`src/rtl/fp_sb_pkg.sv`:
```
// Package: operation class codes and per-class timing for the issue scoreboard.
// Assumes latencies and start gaps are fixed per class and known at design time.
package fp_sb_pkg;

    typedef enum logic [2:0] {
        OP_ADD  = 3'd0,
        OP_MUL  = 3'd1,
        OP_DIV  = 3'd2,
        OP_SQRT = 3'd3,
        OP_NEG  = 3'd4,
        OP_ABS  = 3'd5,
        OP_CMP  = 3'd6,
        OP_RSVD = 3'd7
    } fp_op_e;

    localparam int NUM_CLASS = 7;
    localparam int MAX_LAT   = 112;
    localparam int MAX_II    = 111;
    localparam int LAT_W     = $clog2(MAX_LAT + 1);
    localparam int CNT_W     = $clog2(MAX_II + 1);

    // Result latency of a class in cycles (0 for the reserved code).
    function automatic int unsigned lat_of(fp_op_e op);
        case (op)
            OP_ADD:  return 4;
            OP_MUL:  return 8;
            OP_DIV:  return 36;
            OP_SQRT: return 112;
            OP_NEG:  return 2;
            OP_ABS:  return 2;
            OP_CMP:  return 3;
            default: return 0;
        endcase
    endfunction

    // Minimum number of cycles between two starts of the same class.
    function automatic int unsigned ii_of(fp_op_e op);
        case (op)
            OP_ADD:  return 3;
            OP_MUL:  return 4;
            OP_DIV:  return 35;
            OP_SQRT: return 111;
            OP_NEG:  return 1;
            OP_ABS:  return 1;
            OP_CMP:  return 2;
            default: return 1;
        endcase
    endfunction

    // True when the class consumes its second operand.
    function automatic logic reads_b(fp_op_e op);
        case (op)
            OP_ADD, OP_MUL, OP_DIV, OP_CMP: return 1'b1;
            default:                        return 1'b0;
        endcase
    endfunction

endpackage

```
`src/rtl/fp_resv_table.sv`:
```
// Reservation table: one pending-write bit per register.
// Set on a grant, cleared at the end of the result's strobe cycle.
// Assumes set and clear never name the same register in one cycle; the
// top module never grants a pending destination, so this holds.
module fp_resv_table #(
    parameter int NREGS = 32,
    parameter int REG_W = $clog2(NREGS)
) (
    input  logic             clk,
    input  logic             rst_n,
    input  logic             set_en,
    input  logic [REG_W-1:0] set_reg,
    input  logic             clr_en,
    input  logic [REG_W-1:0] clr_reg,
    input  logic [REG_W-1:0] rd_a,
    input  logic [REG_W-1:0] rd_b,
    input  logic [REG_W-1:0] rd_d,
    output logic             hit_a,
    output logic             hit_b,
    output logic             hit_d
);

    logic [NREGS-1:0] pend;

    for (genvar r = 0; r < NREGS; r++) begin : g_reg
        // Update one register's pending bit.
        always_ff @(posedge clk) begin
            if (!rst_n)
                pend[r] <= 1'b0;
            else if (set_en && set_reg == REG_W'(r))
                pend[r] <= 1'b1;
            else if (clr_en && clr_reg == REG_W'(r))
                pend[r] <= 1'b0;
        end
    end

    // Look up the three operands of the candidate.
    always_comb begin
        hit_a = pend[rd_a];
        hit_b = pend[rd_b];
        hit_d = pend[rd_d];
    end

endmodule

```
`src/rtl/fp_ii_tracker.sv`:
```
// Start-gap tracker: one down-counter per operation class.
// Loaded with gap-1 when its class starts; the class is held while the
// counter is nonzero. Assumes at most one start per cycle.
module fp_ii_tracker
    import fp_sb_pkg::*;
#(
    parameter int NCLS = NUM_CLASS
) (
    input  logic   clk,
    input  logic   rst_n,
    input  logic   start,
    input  fp_op_e op,
    output logic   hold
);

    logic [NCLS-1:0] busy;

    for (genvar c = 0; c < NCLS; c++) begin : g_cls
        localparam fp_op_e CLS = fp_op_e'(3'(c));
        logic [CNT_W-1:0] cnt;

        // Reload on a start of this class, otherwise count down to zero.
        always_ff @(posedge clk) begin
            if (!rst_n)
                cnt <= '0;
            else if (start && op == CLS)
                cnt <= CNT_W'(ii_of(CLS) - 1);
            else if (cnt != '0)
                cnt <= cnt - 1'b1;
        end

        assign busy[c] = (cnt != '0);
    end

    // Select the busy flag of the candidate's class.
    always_comb begin
        hold = 1'b0;
        for (int c = 0; c < NCLS; c++)
            if (op == fp_op_e'(3'(c)) && busy[c])
                hold = 1'b1;
    end

endmodule

```
`src/rtl/fp_wb_wheel.sv`:
```
// Writeback wheel: slot k holds the result that completes k cycles from now.
// Every cycle it shifts toward slot 0, which drives the writeback strobe.
// A start with latency L is written into slot L-1 after the shift. The
// slot a candidate would occupy is slot L now, so that slot is reported
// as a collision. Assumes 1 <= ins_lat <= DEPTH-1 whenever ins_en is set.
module fp_wb_wheel #(
    parameter int REG_W = 5,
    parameter int DEPTH = 113,
    parameter int LAT_W = $clog2(DEPTH)
) (
    input  logic             clk,
    input  logic             rst_n,
    input  logic [LAT_W-1:0] ins_lat,
    input  logic             ins_en,
    input  logic [REG_W-1:0] ins_reg,
    output logic             collide,
    output logic             wb_valid,
    output logic [REG_W-1:0] wb_reg
);

    logic [DEPTH-1:0] slot_v;
    logic [REG_W-1:0] slot_r [DEPTH];

    // Advance the occupancy flags and place a new start.
    always_ff @(posedge clk) begin
        if (!rst_n) begin
            slot_v <= '0;
        end else begin
            slot_v <= {1'b0, slot_v[DEPTH-1:1]};
            if (ins_en)
                slot_v[ins_lat - 1'b1] <= 1'b1;
        end
    end

    // Advance the register tags alongside the flags (tags need no reset).
    always_ff @(posedge clk) begin
        for (int i = 0; i < DEPTH - 1; i++)
            slot_r[i] <= slot_r[i + 1];
        slot_r[DEPTH-1] <= '0;
        if (ins_en)
            slot_r[ins_lat - 1'b1] <= ins_reg;
    end

    // Report whether the candidate's completion slot is already taken.
    always_comb begin
        collide = (ins_lat < LAT_W'(DEPTH)) ? slot_v[ins_lat] : 1'b1;
    end

    assign wb_valid = slot_v[0];
    assign wb_reg   = slot_r[0];

endmodule

```
`src/rtl/fp_issue_scoreboard.sv`:
```
// Issue scoreboard for a multi-class floating-point unit.
// Combines the operand hazard checks (read-after-write on the sources,
// write-after-write on the destination), the per-class start gap and the
// writeback-slot collision into one combinational grant. It also
// schedules each granted result on a single writeback port.
// Assumes the caller holds its instruction until the grant is seen.
module fp_issue_scoreboard
    import fp_sb_pkg::*;
#(
    parameter int NREGS = 32,
    parameter int REG_W = $clog2(NREGS)
) (
    input  logic             clk,
    input  logic             rst_n,
    input  logic             in_valid,
    input  logic [2:0]       in_op,
    input  logic [REG_W-1:0] in_src_a,
    input  logic [REG_W-1:0] in_src_b,
    input  logic [REG_W-1:0] in_dst,
    output logic             issue_grant,
    output logic             wb_valid,
    output logic [REG_W-1:0] wb_reg
);

    localparam int DEPTH = MAX_LAT + 1;

    fp_op_e           op;
    logic [LAT_W-1:0] lat;
    logic             legal;
    logic             hit_a, hit_b, hit_d;
    logic             gap_hold, slot_busy;
    logic             raw_hz, waw_hz;

    // Decode the class of the candidate.
    always_comb begin
        op    = fp_op_e'(in_op);
        lat   = LAT_W'(lat_of(op));
        legal = (op != OP_RSVD);
    end

    fp_resv_table #(.NREGS(NREGS), .REG_W(REG_W)) u_resv (
        .clk     (clk),
        .rst_n   (rst_n),
        .set_en  (issue_grant),
        .set_reg (in_dst),
        .clr_en  (wb_valid),
        .clr_reg (wb_reg),
        .rd_a    (in_src_a),
        .rd_b    (in_src_b),
        .rd_d    (in_dst),
        .hit_a   (hit_a),
        .hit_b   (hit_b),
        .hit_d   (hit_d)
    );

    fp_ii_tracker #(.NCLS(NUM_CLASS)) u_gap (
        .clk   (clk),
        .rst_n (rst_n),
        .start (issue_grant),
        .op    (op),
        .hold  (gap_hold)
    );

    fp_wb_wheel #(.REG_W(REG_W), .DEPTH(DEPTH), .LAT_W(LAT_W)) u_wheel (
        .clk      (clk),
        .rst_n    (rst_n),
        .ins_lat  (lat),
        .ins_en   (issue_grant),
        .ins_reg  (in_dst),
        .collide  (slot_busy),
        .wb_valid (wb_valid),
        .wb_reg   (wb_reg)
    );

    // Combine all hold reasons into the grant.
    always_comb begin
        raw_hz      = hit_a | (reads_b(op) & hit_b);
        waw_hz      = hit_d;
        issue_grant = rst_n & in_valid & legal & ~raw_hz & ~waw_hz
                    & ~gap_hold & ~slot_busy;
    end

endmodule

```
`config.mk`:
```
export PLATFORM = sky130hd
export DESIGN_NAME = fp_issue_scoreboard
export DESIGN_NICKNAME = d
export VERILOG_FILES = /design/src/rtl/fp_sb_pkg.sv /design/src/rtl/fp_resv_table.sv /design/src/rtl/fp_ii_tracker.sv /design/src/rtl/fp_wb_wheel.sv /design/src/rtl/fp_issue_scoreboard.sv
export SDC_FILE = /design/constraint.sdc
export NUM_CORES = 1
export LEC_CHECK = 0
export BUFFER_PORTS_ARGS = -buffer_cell sky130_fd_sc_hd__buf_4
export CORE_MARGIN = 2
export CORE_UTILIZATION = 45
export DETAILED_ROUTE_END_ITERATION = 8
export GPL_TIMING_DRIVEN = 0
export HOLD_SLACK_MARGIN = 0.06
export MAX_ROUTING_LAYER = met4
export SLEW_MARGIN = 5
export SYNTH_ARGS = -nofsm -noshare
export SYNTH_HDL_FRONTEND = slang
export SYNTH_HIERARCHICAL = 1
export SYNTH_SLANG_ARGS = --single-unit
```
`constraint.sdc`:
```
create_clock -name clk -period 7.2 [get_ports clk]
set_clock_uncertainty 0.1 [all_clocks]
set_input_delay 1.44 -clock clk [delete_from_list [all_inputs] [get_ports clk]]
set_output_delay 1.44 -clock clk [all_outputs]
set_load 0.1 [all_outputs]
```
== Word level (Yosys, flattened, before mapping) ==
Memories as Yosys holds them, arrays and structs flattened.
Cells that the tools add are included.
Storage, ports and cells
  register bits: 194
  RAM bits: 565
  output and inout bits: 7
  word-level logic and storage cells: 378
  memories: 1
Cells by class
  add/sub/neg operators: 8
  magnitude comparators: 7
  equal/unequal tests: 69
  mux-type cells: 97
  bitwise logic cells: 14
  reduce and logical (&&, ||, !) cells: 136
Memory list
  u_wheel.slot_r: words 113, width 5, rd ports 113, clocked after memory_dff 0, wr ports 114, RTL line fp_wb_wheel.sv:22  | logic [REG_W-1:0] slot_r [DEPTH];
Operator list (number)
  5-bit equality test (second input constant): 32
  112-bit by 113-bit bitwise OR with 113-bit output: 1
  112-bit two-way mux: 1
  1-bit two-way mux: 82
  5-bit by 4-bit equality test with 1-bit output (second input constant): 16
  1-bit logical AND: 79
  2-bit nonzero test: 37
  7-bit by 1-bit subtractor with 7-bit output (second input constant): 8
  7-bit nonzero test: 7
  7-bit case mux with 6 select lines: 1
  5-bit by 3-bit equality test with 1-bit output (second input constant): 8
  5-bit by 2-bit equality test with 1-bit output (second input constant): 4
  5-bit by 6-bit less-than comparator with 1-bit output (second input constant): 3
  7-bit by 8-bit less-than comparator with 1-bit output (second input constant): 2
  2-bit OR reduction: 8
  1-bit binary-select mux with 5-bit select: 3
  7-bit two-way mux: 2
  6-bit two-way mux: 2
  5-bit by 1-bit equality test with 1-bit output (second input constant): 2
  5-bit zero test: 2
  3-bit equality test (second input constant): 3
  2-bit two-way mux: 4
  1-bit bitwise AND: 7
  1-bit binary-select mux with 7-bit select: 1
  other kinds (11): 16

== Depth between registers and ports, before layout ==
Gate-level depths: netlist of run 1.
  word-level depth: 14
  depth in mapped cells: 20
  mapped depth without buffers: 14

== Cells and area by module ==
The synthesis of run 1 kept the hierarchy.
By module, submodules not included
  fp_wb_wheel: instances 1, cells each 1791, area an instance 23789.1 sq um, sequential area each 13573.0 sq um
  fp_ii_tracker: instances 1, cells each 269, area an instance 2373.5 sq um, sequential area each 980.9 sq um
  fp_resv_table: instances 1, cells each 291, area an instance 2327.2 sq um, sequential area each 640.6 sq um
  fp_issue_scoreboard: instances 1, cells each 12, area an instance 88.8 sq um, sequential area each 0.0 sq um

== Worst setup path before layout of run 1 ==
No wires, ideal clock.
  path kind: input to register
  from: input port in_op[2]
  to: memory u_wheel.slot_r[0][0]
  library setup time: 0.121 ns
  arrival time: 7.043 ns
  required time: 6.979 ns
  slack: -0.064 ns
  cell stages on the path: 18
  path buffers: 5
  cell sequence: nor2_1 -> buf_2 -> buf_1 -> buf_1 -> buf_2 -> mux4_2 -> nand3_1 -> a311oi_1 -> nor4_1 -> a32oi_1 -> nor4_1 -> nand3_1 -> a211oi_2 -> nand2_1 -> or3_1 -> buf_1 -> a211oi_2 -> mux2_2
RTL lines
  start, declared: RTL line fp_issue_scoreboard.sv:16  | input logic [2:0] in_op,
  end, declared: RTL line fp_wb_wheel.sv:22

==> flow_metrics.py, run 1 <==
metrics = {
    "routing": {
        "drc_errors": 0,
        "first_pass_iters": 5,
        "wl_per_cell_um": 21.9,
        "drt_first_iter_violations": 1001,
        "final_antenna_net_count": 0,
        "wl_um": 73800,
        "vias": 18239,
        "viasPerCell": 5.41,
    },
    "global_routing": {
        "grt_max_degree": 16,
        "met3_usage": 0.0400,
        "grtUsageMet1": 0.279,
        "grt-ovfl-total": 0,
        "grt_pass1_vias": 18823,
        "grt_usage": 0.229,
        "grtUsageMet2": 0.376,
        "grt-busiest-layer": "met2",
        "antenna_found_initial": 0,
        "grt_pass1_wl_um": 112000,
    },
    "yosys": {
        "ys_types": 74,
        "synth.most_common_cell": "dfxtp_1",
        "synth_nets": 2398,
        "ys_seq_area_frac": 0.532,
        "synth_edf_count": 0,
        "synthCells": 2363,
        "synth-warning-count": 6,
        "synth_area_per_cell_sq_um": 12.1,
        "synth_top_area_frac": 0.532,
        "ys_seq_elements": 759,
        "yosysTopAreaCell": "dfxtp_1",
        "synth_area_sq_um": 28600,
        "ys.flop_type": "dfxtp_1",
        "synth_common_cells": "dfxtp_1, mux2_2, clkbuf_1, nor2_1, nand2_1",
        "synth_area_leaders": "dfxtp_1, mux2_2, mux2i_1",
        "synthArstFlopShare": 0,
    },
    "critical_path": {
        "worstRegToRegCells": 14,
        "end_kind": "register",
        "crit_required_ns": 7.60,
        "start_kind": "input pin",
        "path_max_fanout": 13,
        "path_class": "input pin to register",
        "crit_arrival_ns": 7.52,
    },
    "clock_tree": {
        "clkSlewWorstSetupHoldPaths_ns": 0.06,
        "cts_root_buffer": "clkbuf_16",
        "cts_hold_buf": 0,
        "tritoncts": "yes",
        "clkLatencyLatePin_ns": 0.62,
        "cts_buffer_depth": 3,
        "cts_buffers": 77,
        "htreeDepth": 3,
        "cts_sinks": 759,
    },
    "sta": {
        "fin_ws_ns": 0.0772,
        "hold_slack_ns": 0.332,
        "max_freq_mhz": 140,
        "setup_viol": 0,
        "fin_crit_ns": 7.12,
        "hold_viol_final": 0,
        "slew_headroom": 0.0963,
        "tightest_slew_ns": 1.36,
        "tns_ns": 0,
        "rsz0062_at_grt": "yes",
        "period_share": 0.989,
        "finalMaxSlewViolations": 0,
    },
    "die": {
        "fp.dieH_um": 256,
        "core-area_sq_um": 63000,
        "die_area_sq_um": 65500,
        "ios": 28,
        "initial_core_util": 0.454,
        "die_x_um": 256,
        "row_count": 92,
    },
    "power": {
        "p_leak_nw": 12.9,
        "powerDensity_nw_per_um2": 294,
        "vdd_ir_drop_max_mv": 0.185,
        "power_mw": 9.58,
    },
    "run": {
        "cap_violations": 0,
    },
    "placed_design": {
        "dp_hpwl_um": 52400,
        "io_buffers": 25,
        "dpl_cell_area_sq_um": 29800,
        "gp_congestion": 0.957,
        "dp.cells": 3234,
        "preCtsSetupSlack_ns": -1.12,
    },
    "layout": {
        "drive_gt1_frac": 0.334,
        "antennaDiodeCount": 0,
        "nets": 2504,
        "design_area_sq_um": 32600,
        "final_cells": 3371,
        "utilization": 0.517,
        "syn_to_final_growth_pct": 13.9,
    },
    "hold_path": {
        "whs_path_depth": 1,
        "hold_class": "register to register",
    },
    "outcome": {
        "status": "finished clean",
    },
}
-- metal layers --
layer / wire length, um / part of all wire
met4: 2710 / 0.037
met3: 3200 / 0.043
met5: 0 / 0
met1: 32300 / 0.44
met2: 35600 / 0.48
-- timing repair --
action / in CTS / in global routing
gates resized for setup: 14 / 11
pin swaps: 1 / 0
endpoints found under the setup margin: 347 / 59
buffers inserted: 2 / 0
hold endpoints to repair: 0 / 0
-- registers in the layout (all words and copies together), names as in the netlist --
signal / cells
u_gap/g_cls.cnt: 49
u_resv/pend: 32
u_wheel/slot_r: 565
u_wheel/slot_v: 113
-- cells in the final DEF (no fill, tap or decap), types with 5 or more instances in the layout --
cell         n
a211oi_1     7
a211oi_2    26
a211oi_4     9
a21boi_0    72
a21oi_1     21
a22oi_1     15
and2_1       9
buf_1        6
buf_2       14
buf_4       27
clkbuf_1   121
clkbuf_16   80
clkbuf_8    23
clkinv_2     9
dfxtp_1    759
ha_1        14
inv_1       60
mux2_2     564
mux2i_1     63
mux4_2      20
nand2_1     92
nand2b_1    16
nand3_1     34
nand4b_1     6
nor2_1      90
nor2_2       7
nor2b_1     21
nor3_1      17
nor3_2      21
o211ai_1    27
o21a_1      77
o21ai_0     37
or2_2        5
or3_1       14
or4_1        5
xnor2_1     21
xor2_1      17
-- kinds of logic after synthesis --
family | share of synthesized area
xor+xnor | 0.0116
fa+ha+maj | 0.00613
compound gates | 0.0901
simple gates | 0.0697
flops | 0.532
buf+inv | 0.0289
mux | 0.262
-- report_power, final --
part	leakage [nW]	internal [mW]	switching (mW)
Clock	1.29	2.42	1.63
Combinational	5.49	0.434	0.616
Sequential	6.12	4.37	0.112
-- layout make-up --
cell class / instances / area [sq um]
Clock buffer: 118 / 2370
Inverter: 62 / 233
Fill cell: 5515 / 30400
Timing Repair Buffer: 27 / 203
Buffer: 135 / 599
Multi-Input combinational cell: 1407 / 12700
Tap cell: 846 / 1060
Sequential cell: 759 / 15200
Clock inverter: 17 / 219
-- final timing paths --
path                                 startpoint                            end  slack (ns)
setup / recovery                       in_op[2]  u_wheel/slot_r[59][1]$_DFF_P_        0.08
hold / removal    u_wheel/slot_r[83][0]$_DFF_P_  u_wheel/slot_r[82][0]$_DFF_P_        0.33
setup reg to reg   u_wheel/slot_v[0]$_SDFF_PN0_  u_wheel/slot_r[59][1]$_DFF_P_        2.10
hold reg to reg   u_wheel/slot_r[83][0]$_DFF_P_  u_wheel/slot_r[82][0]$_DFF_P_        0.33
-- worst max-delay path, stage by stage --
cell	delay, ns
buf_4	0.17
nor2_1	0.11
buf_2	0.19
buf_1	0.51
buf_2	0.45
buf_2	0.38
mux4_2	0.43
nand3_1	0.12
a311oi_1	0.09
nor4_1	0.29
a32oi_1	0.19
nor4_1	0.28
nand3_1	0.17
a211oi_4	0.26
buf_4	0.21
nor2b_1	0.14
clkbuf_1	0.21
nand2_1	0.53
nor2_1	0.88
mux2_2	0.42
Note: power is estimated with default switching activity, not from simulation.
==> run 2, diff against run 1 <==
- CAP_MARGIN: not set -> 40
- PLACE_DENSITY: not set -> 0.67
==> flow_metrics.py, run 2 (synthesis gave the netlist of run 1 again) <==
metrics = {
    "power": {
        "powerDensity_nw_per_um2": 293,
        "p_leak_nw": 13.0,
        "power_mw": 9.57,
        "vdd_ir_drop_max_mv": 0.194,
    },
    "die": {
        "core-area_sq_um": 63000,
        "row_count": 92,
        "die_area_sq_um": 65500,
        "initial_core_util": 0.454,
        "fp.dieH_um": 256,
        "die_x_um": 256,
        "ios": 28,
    },
    "routing": {
        "first_pass_iters": 5,
        "wl_um": 71700,
        "viasPerCell": 5.40,
        "vias": 18298,
        "final_antenna_net_count": 0,
        "drt_first_iter_violations": 1198,
        "wl_per_cell_um": 21.2,
        "drc_errors": 0,
    },
    "layout": {
        "top_regs": "u_wheel/slot_r (565), u_wheel/slot_v (113), u_gap/g_cls.cnt (49)",
        "layout_commonest_cell": "dfxtp_1",
        "drive_gt1_frac": 0.337,
        "largest_register_ffs": 565,
        "syn_to_final_growth_pct": 14.4,
        "fill_cells": 5480,
        "design_area_sq_um": 32700,
        "final_cell_mix": "dfxtp_1, mux2_2, clkbuf_1",
        "nets": 2520,
        "top_register": "u_wheel/slot_r",
    },
    "critical_path": {
        "cp-startpoint": "in_op[2]",
        "end_kind": "register",
        "path_class": "input pin to register",
        "r2r_start": "u_wheel/slot_v[0]$_SDFF_PN0_",
        "cp-endpoint": "u_wheel/slot_r[69][4]$_DFF_P_",
        "start_kind": "input pin",
        "worstRegToRegCells": 13,
        "path_max_fanout": 13,
        "reg2reg_to": "u_wheel/slot_r[69][4]$_DFF_P_",
        "regToRegSetupSlack_ns": 2.11,
        "crit_required_ns": 7.60,
        "crit_arrival_ns": 7.38,
    },
    "sta": {
        "hold_viol_final": 0,
        "tightest_slew_ns": 1.02,
        "max_freq_mhz": 143,
        "fin_ws_ns": 0.217,
        "setup_viol": 0,
        "fin_crit_ns": 6.98,
        "slew_headroom": 0.320,
        "tns_ns": 0,
        "finalMaxSlewViolations": 0,
        "period_share": 0.970,
    },
    "clock_tree": {
        "tritoncts": "yes",
        "cts_buffer_depth": 3,
        "cts_sinks": 759,
        "clkLatencyLatePin_ns": 0.62,
        "clkSlewWorstSetupHoldPaths_ns": 0.06,
        "htreeDepth": 3,
        "cts_buffers": 77,
        "cts_root_buffer": "clkbuf_16",
    },
    "run": {
        "cap_violations": 0,
    },
    "hold_path": {
        "whs_path_depth": 1,
        "hold_class": "register to register",
    },
    "placed_design": {
        "dp_hpwl_um": 51700,
        "io_buffers": 25,
        "preCtsSetupSlack_ns": -1.05,
        "dpl_cell_area_sq_um": 30000,
        "gp_congestion": 0.907,
    },
    "global_routing": {
        "antenna_found_initial": 1,
        "grt-ovfl-total": 0,
        "grt_usage": 0.224,
        "grt_max_degree": 16,
        "grt_pass1_vias": 18896,
        "grt_pass1_wl_um": 110000,
    },
    "outcome": {
        "status": "finished clean",
    },
}
==> run 2: cell count changes in the layout (fill, tap and decap cells not counted), sizes merged <==
cell      delta
buf         +16
bufinv       +1
clkbuf       -3
clkinv       -1
clkinvlp     +4
diode        +2
==> run 2: timing repair <==
item,in CTS,in global routing
endpoints found under the setup margin,288,326
setup buffers,4,1
gates resized for setup,3,22
hold buffers,0,0
gates cloned,0,0
pin swaps,1,2
==> run 2: power breakdown <==
group | switching, mW | total, mW | internal (mW)
Clock | 1.62 | 4.02 | 2.40
Sequential | 0.114 | 4.48 | 4.37
Combinational | 0.629 | 1.07 | 0.438
Total | 2.37 | 9.57 | 7.21
==> run 2: cell type report <==
type / count / area (sq um) / share of cell area
sequential: 759 / 15200 / 0.465
clock inverter: 21 / 280 / 0.00857
inverter: 62 / 233 / 0.00712
timing repair buffer: 44 / 364 / 0.0111
tap: 846 / 1060 / 0.0324
multi-input combinational: 1407 / 12700 / 0.387
antenna: 2 / 5.00 / 0.000153
clock buffer: 115 / 2300 / 0.0704
buffer: 134 / 597 / 0.0182
==> run 2: critical path, stage by stage <==
cell and delay, ns:
buf_4 0.19, a21boi_0 0.34, clkbuf_2 0.37, clkbuf_1 0.48, clkbuf_2 0.37, mux4_2 0.34
mux2i_1 0.23, nor2_1 0.07, nor4_1 0.20, a32oi_1 0.21, nor4_1 0.33, nand3_1 0.18
a211oi_4 0.29, buf_4 0.20, buf_4 0.14, nand3_1 0.64, a211oi_2 0.88, mux2_2 0.43
==> run 2: routing by layer <==
| metal | track usage | wire length, um | up-vias |
|---|---|---|---|
| met5 | - | 0 | - |
| li1 | - | - | 8616 |
| met3 | 0.0316 | 2610 | 144 |
| met4 | 0.0824 | 2420 | 0 |
| met1 | 0.278 | 31900 | 9147 |
| met2 | 0.370 | 34800 | 391 |
==> run 2: worst min path at each step <==
stage | startpoint | end | slack (ns)
finish | u_wheel/slot_r[104][0]$_DFF_P_ | u_wheel/slot_r[103][0]$_DFF_P_ | 0.34
global route | u_wheel/slot_r[85][1]$_DFF_P_ | u_wheel/slot_r[84][1]$_DFF_P_ | 0.36
CTS | u_wheel/slot_r[104][0]$_DFF_P_ | u_wheel/slot_r[103][0]$_DFF_P_ | 0.35
detailed placement | u_wheel/slot_r[28][4]$_DFF_P_ | u_wheel/slot_r[27][4]$_DFF_P_ | 0.34
global placement | u_wheel/slot_r[28][3]$_DFF_P_ | u_wheel/slot_r[27][3]$_DFF_P_ | 0.33
floorplan | u_wheel/slot_v[111]$_SDFF_PN0_ | u_wheel/slot_v[110]$_SDFF_PN0_ | 0.33
==> run 2: metrics by stage <==
stage           util  cells  hold WS [ns]
2_1_floorplan      -   2363         0.332
3_3_place_gp   0.474   3234         0.334
3_5_place_dp   0.476   3246         0.340
4_1_cts        0.517   3386         0.346
5_1_grt        0.519   3388         0.361
6_report       0.519   3390         0.341
==> run 3, diff against run 2 <==
- CORE_UTILIZATION: 45 -> 53
- PLACE_DENSITY: 0.67 -> not set
- PLACE_DENSITY_LB_ADDON: not set -> 0.12
==> flow_metrics.py, run 3 (synthesis gave the netlist of run 1 again) <==
metrics = {
    "critical_path": {
        "crit_arrival_ns": 7.38,
        "start_kind": "input pin",
        "crit_top_cell": "buf_2",
        "cpLargestDelayFamily": "simple AND/OR/NAND/NOR gates",
        "path_buf_inv": 7,
        "path_class": "input pin to register",
        "crit_required_ns": 7.61,
        "path_max_fanout": 13,
        "crit_slowest_cell": "nor3_2",
        "worstRegToRegCells": 15,
        "r2r_start": "u_gap/g_cls[3].cnt[0]$_SDFFE_PP0N_",
        "end_kind": "register",
        "crit_chain": "buf_4 -> nor2_1 -> buf_2 -> buf_1 -> buf_2 -> buf_2 -> mux4_2 -> nand2_1 -> a311oi_1 -> nor4_1 -> a32oi_1 -> nor4_1 -> nand3_1 -> a211oi_4 -> buf_4 -> nor2b_1 -> clkbuf_1 -> nand2_1 -> nor3_2 -> mux2_2",
        "cpPeakStageDelay_ns": 0.80,
        "reg2reg_to": "u_wheel/slot_r[43][0]$_DFF_P_",
        "regToRegSetupSlack_ns": 2.21,
    },
    "routing": {
        "final_antenna_net_count": 0,
        "route.met3.wl_um": 3300,
        "drc_errors": 0,
        "viasPerCell": 5.62,
        "top_layer": "met4",
        "wl_met1_um": 31200,
        "wl_um": 72200,
        "drt_first_iter_violations": 1179,
        "wl_met2_um": 35100,
        "vias": 18234,
        "first_pass_iters": 7,
        "wl_per_cell_um": 22.2,
    },
    "layout": {
        "design_area_sq_um": 32500,
        "top_register": "u_wheel/slot_r",
        "antennaDiodeCount": 0,
        "drive_gt1_frac": 0.338,
        "nets": 2520,
        "top_regs": "u_wheel/slot_r (565), u_wheel/slot_v (113), u_gap/g_cls.cnt (49)",
        "layout_commonest_cell": "dfxtp_1",
        "syn_to_final_growth_pct": 13.9,
        "fill_cells": 4352,
        "final_cells": 3243,
        "largest_register_ffs": 565,
        "final_cell_mix": "dfxtp_1, mux2_2, clkbuf_1",
    },
    "sta": {
        "max_freq_mhz": 144,
        "rsz0062_at_grt": "yes",
        "hold_viol_final": 0,
        "tns_ns": 0,
        "slew_headroom": 0.345,
        "fin_ws_ns": 0.233,
        "setup_viol": 0,
        "fin_crit_ns": 6.97,
        "finalMaxSlewViolations": 0,
        "tightest_slew_ns": 0.980,
        "period_share": 0.968,
    },
    "hold_path": {
        "whs_path_depth": 1,
        "hold_path_end": "u_wheel/slot_r[106][3]$_DFF_P_",
        "hold_class": "register to register",
        "min_from": "u_wheel/slot_r[107][3]$_DFF_P_",
    },
    "global_routing": {
        "grt_pass1_wl_um": 111000,
        "grt-ovfl-total": 0,
        "grt_pass1_vias": 18744,
        "grt_max_degree": 16,
        "grt_usage": 0.267,
        "antenna_found_initial": 0,
    },
    "die": {
        "die_x_um": 236,
        "row_count": 85,
        "ios": 28,
        "initial_core_util": 0.533,
        "core-area_sq_um": 53600,
        "die_area_sq_um": 55800,
        "fp.dieH_um": 236,
    },
    "clock_tree": {
        "cts_buffers": 78,
        "cts_root_buffer": "clkbuf_16",
        "cts_sinks": 759,
        "cts_hold_buf": 0,
        "htreeDepth": 3,
        "cts_buffer_depth": 3,
        "clkLatencyLatePin_ns": 0.62,
        "tritoncts": "yes",
        "clkSlewWorstSetupHoldPaths_ns": 0.06,
    },
    "placed_design": {
        "dp.cells": 3096,
        "dp_hpwl_um": 52300,
        "gp_congestion": 0.923,
        "io_buffers": 25,
        "preCtsSetupSlack_ns": -0.931,
        "dpl_cell_area_sq_um": 29800,
    },
    "outcome": {
        "status": "finished clean",
    },
    "power": {
        "powerDensity_nw_per_um2": 298,
        "vdd_ir_drop_max_mv": 0.206,
        "p_leak_nw": 13.0,
    },
    "run": {
        "cap_violations": 0,
    },
}
## run 3: changes by cell type in the layout (fill, tap and decap cells not counted), moves of 2 or more
cell	delta
nor3_4	-2
buf_8	+2
clkinv_2	+9
buf_6	+2
nor2_1	+3
buf_4	-7
a211oi_2	+5
nor3_2	+2
bufinv_16	+2
clkbuf_1	-5
nor2_2	-3
diode_2	-2
inv_6	-2
a211oi_4	-5
## run 3: metrics by stage
step	util	power (mW)	hold slack, ns
after detailed placement	0.556	5.62	0.339
after global routing	0.607	10.0	0.361
after global placement	0.553	5.56	0.334
after CTS	0.606	9.75	0.344
after floorplan	-	5.35	0.332
final	0.607	9.68	0.347
## run 3: worst register-to-register path: stages, from the launching register on
cell	delay, ns
dfxtp_1	0.31
inv_1	0.09
ha_1	0.19
or4b_4	0.51
o311a_1	0.37
o21ai_2	0.06
o211ai_1	0.17
nor4_1	0.32
nand3_1	0.17
a211oi_4	0.29
buf_4	0.20
nor2b_1	0.13
clkbuf_1	0.21
nand2_1	0.57
nor3_2	0.80
mux2_2	0.42
## run 3: worst max-delay path by stage
stage             start                             to  slack, ns  cells past startpoint
2_1_floorplan  in_op[2]   u_wheel/slot_r[0][0]$_DFF_P_       0.50                     18
3_3_place_gp   in_op[2]  u_wheel/slot_r[98][3]$_DFF_P_      -0.92                     19
3_5_place_dp   in_op[2]  u_wheel/slot_r[46][0]$_DFF_P_      -0.93                     19
4_1_cts        in_op[2]  u_wheel/slot_r[46][0]$_DFF_P_       0.24                     20
5_1_grt        in_op[2]  u_wheel/slot_r[43][0]$_DFF_P_     -0.005                     20
6_report       in_op[2]  u_wheel/slot_r[43][0]$_DFF_P_       0.23                     20
## run 3: area by class of cell
cell class	count	area, sq um	share of cell area
buffer	135	601	0.0185
clock buffer	109	2270	0.0698
clock inverter	33	394	0.0121
inverter	62	233	0.00715
multi-input combinational	1407	12600	0.387
sequential	759	15200	0.467
tap	696	871	0.0268
timing repair buffer	42	372	0.0114
## run 3: what timing repair did
action	in CTS	in global routing
hold endpoints to repair	0	0
resized for setup	3	11
pin swaps	1	0
setup buffers	3	0
setup endpoints to repair	139	139
## run 3: where the power goes
group	internal [mW]	switching (mW)
Sequential	4.37	0.112
Clock	2.47	1.67
Combinational	0.439	0.624
Total	7.28	2.41
## run 3: per-layer routing
layer  track usage  up-vias
met5             -        -
met4        0.0995        0
met2         0.443      413
met1         0.328     9041
met3        0.0454      140
li1              -     8640
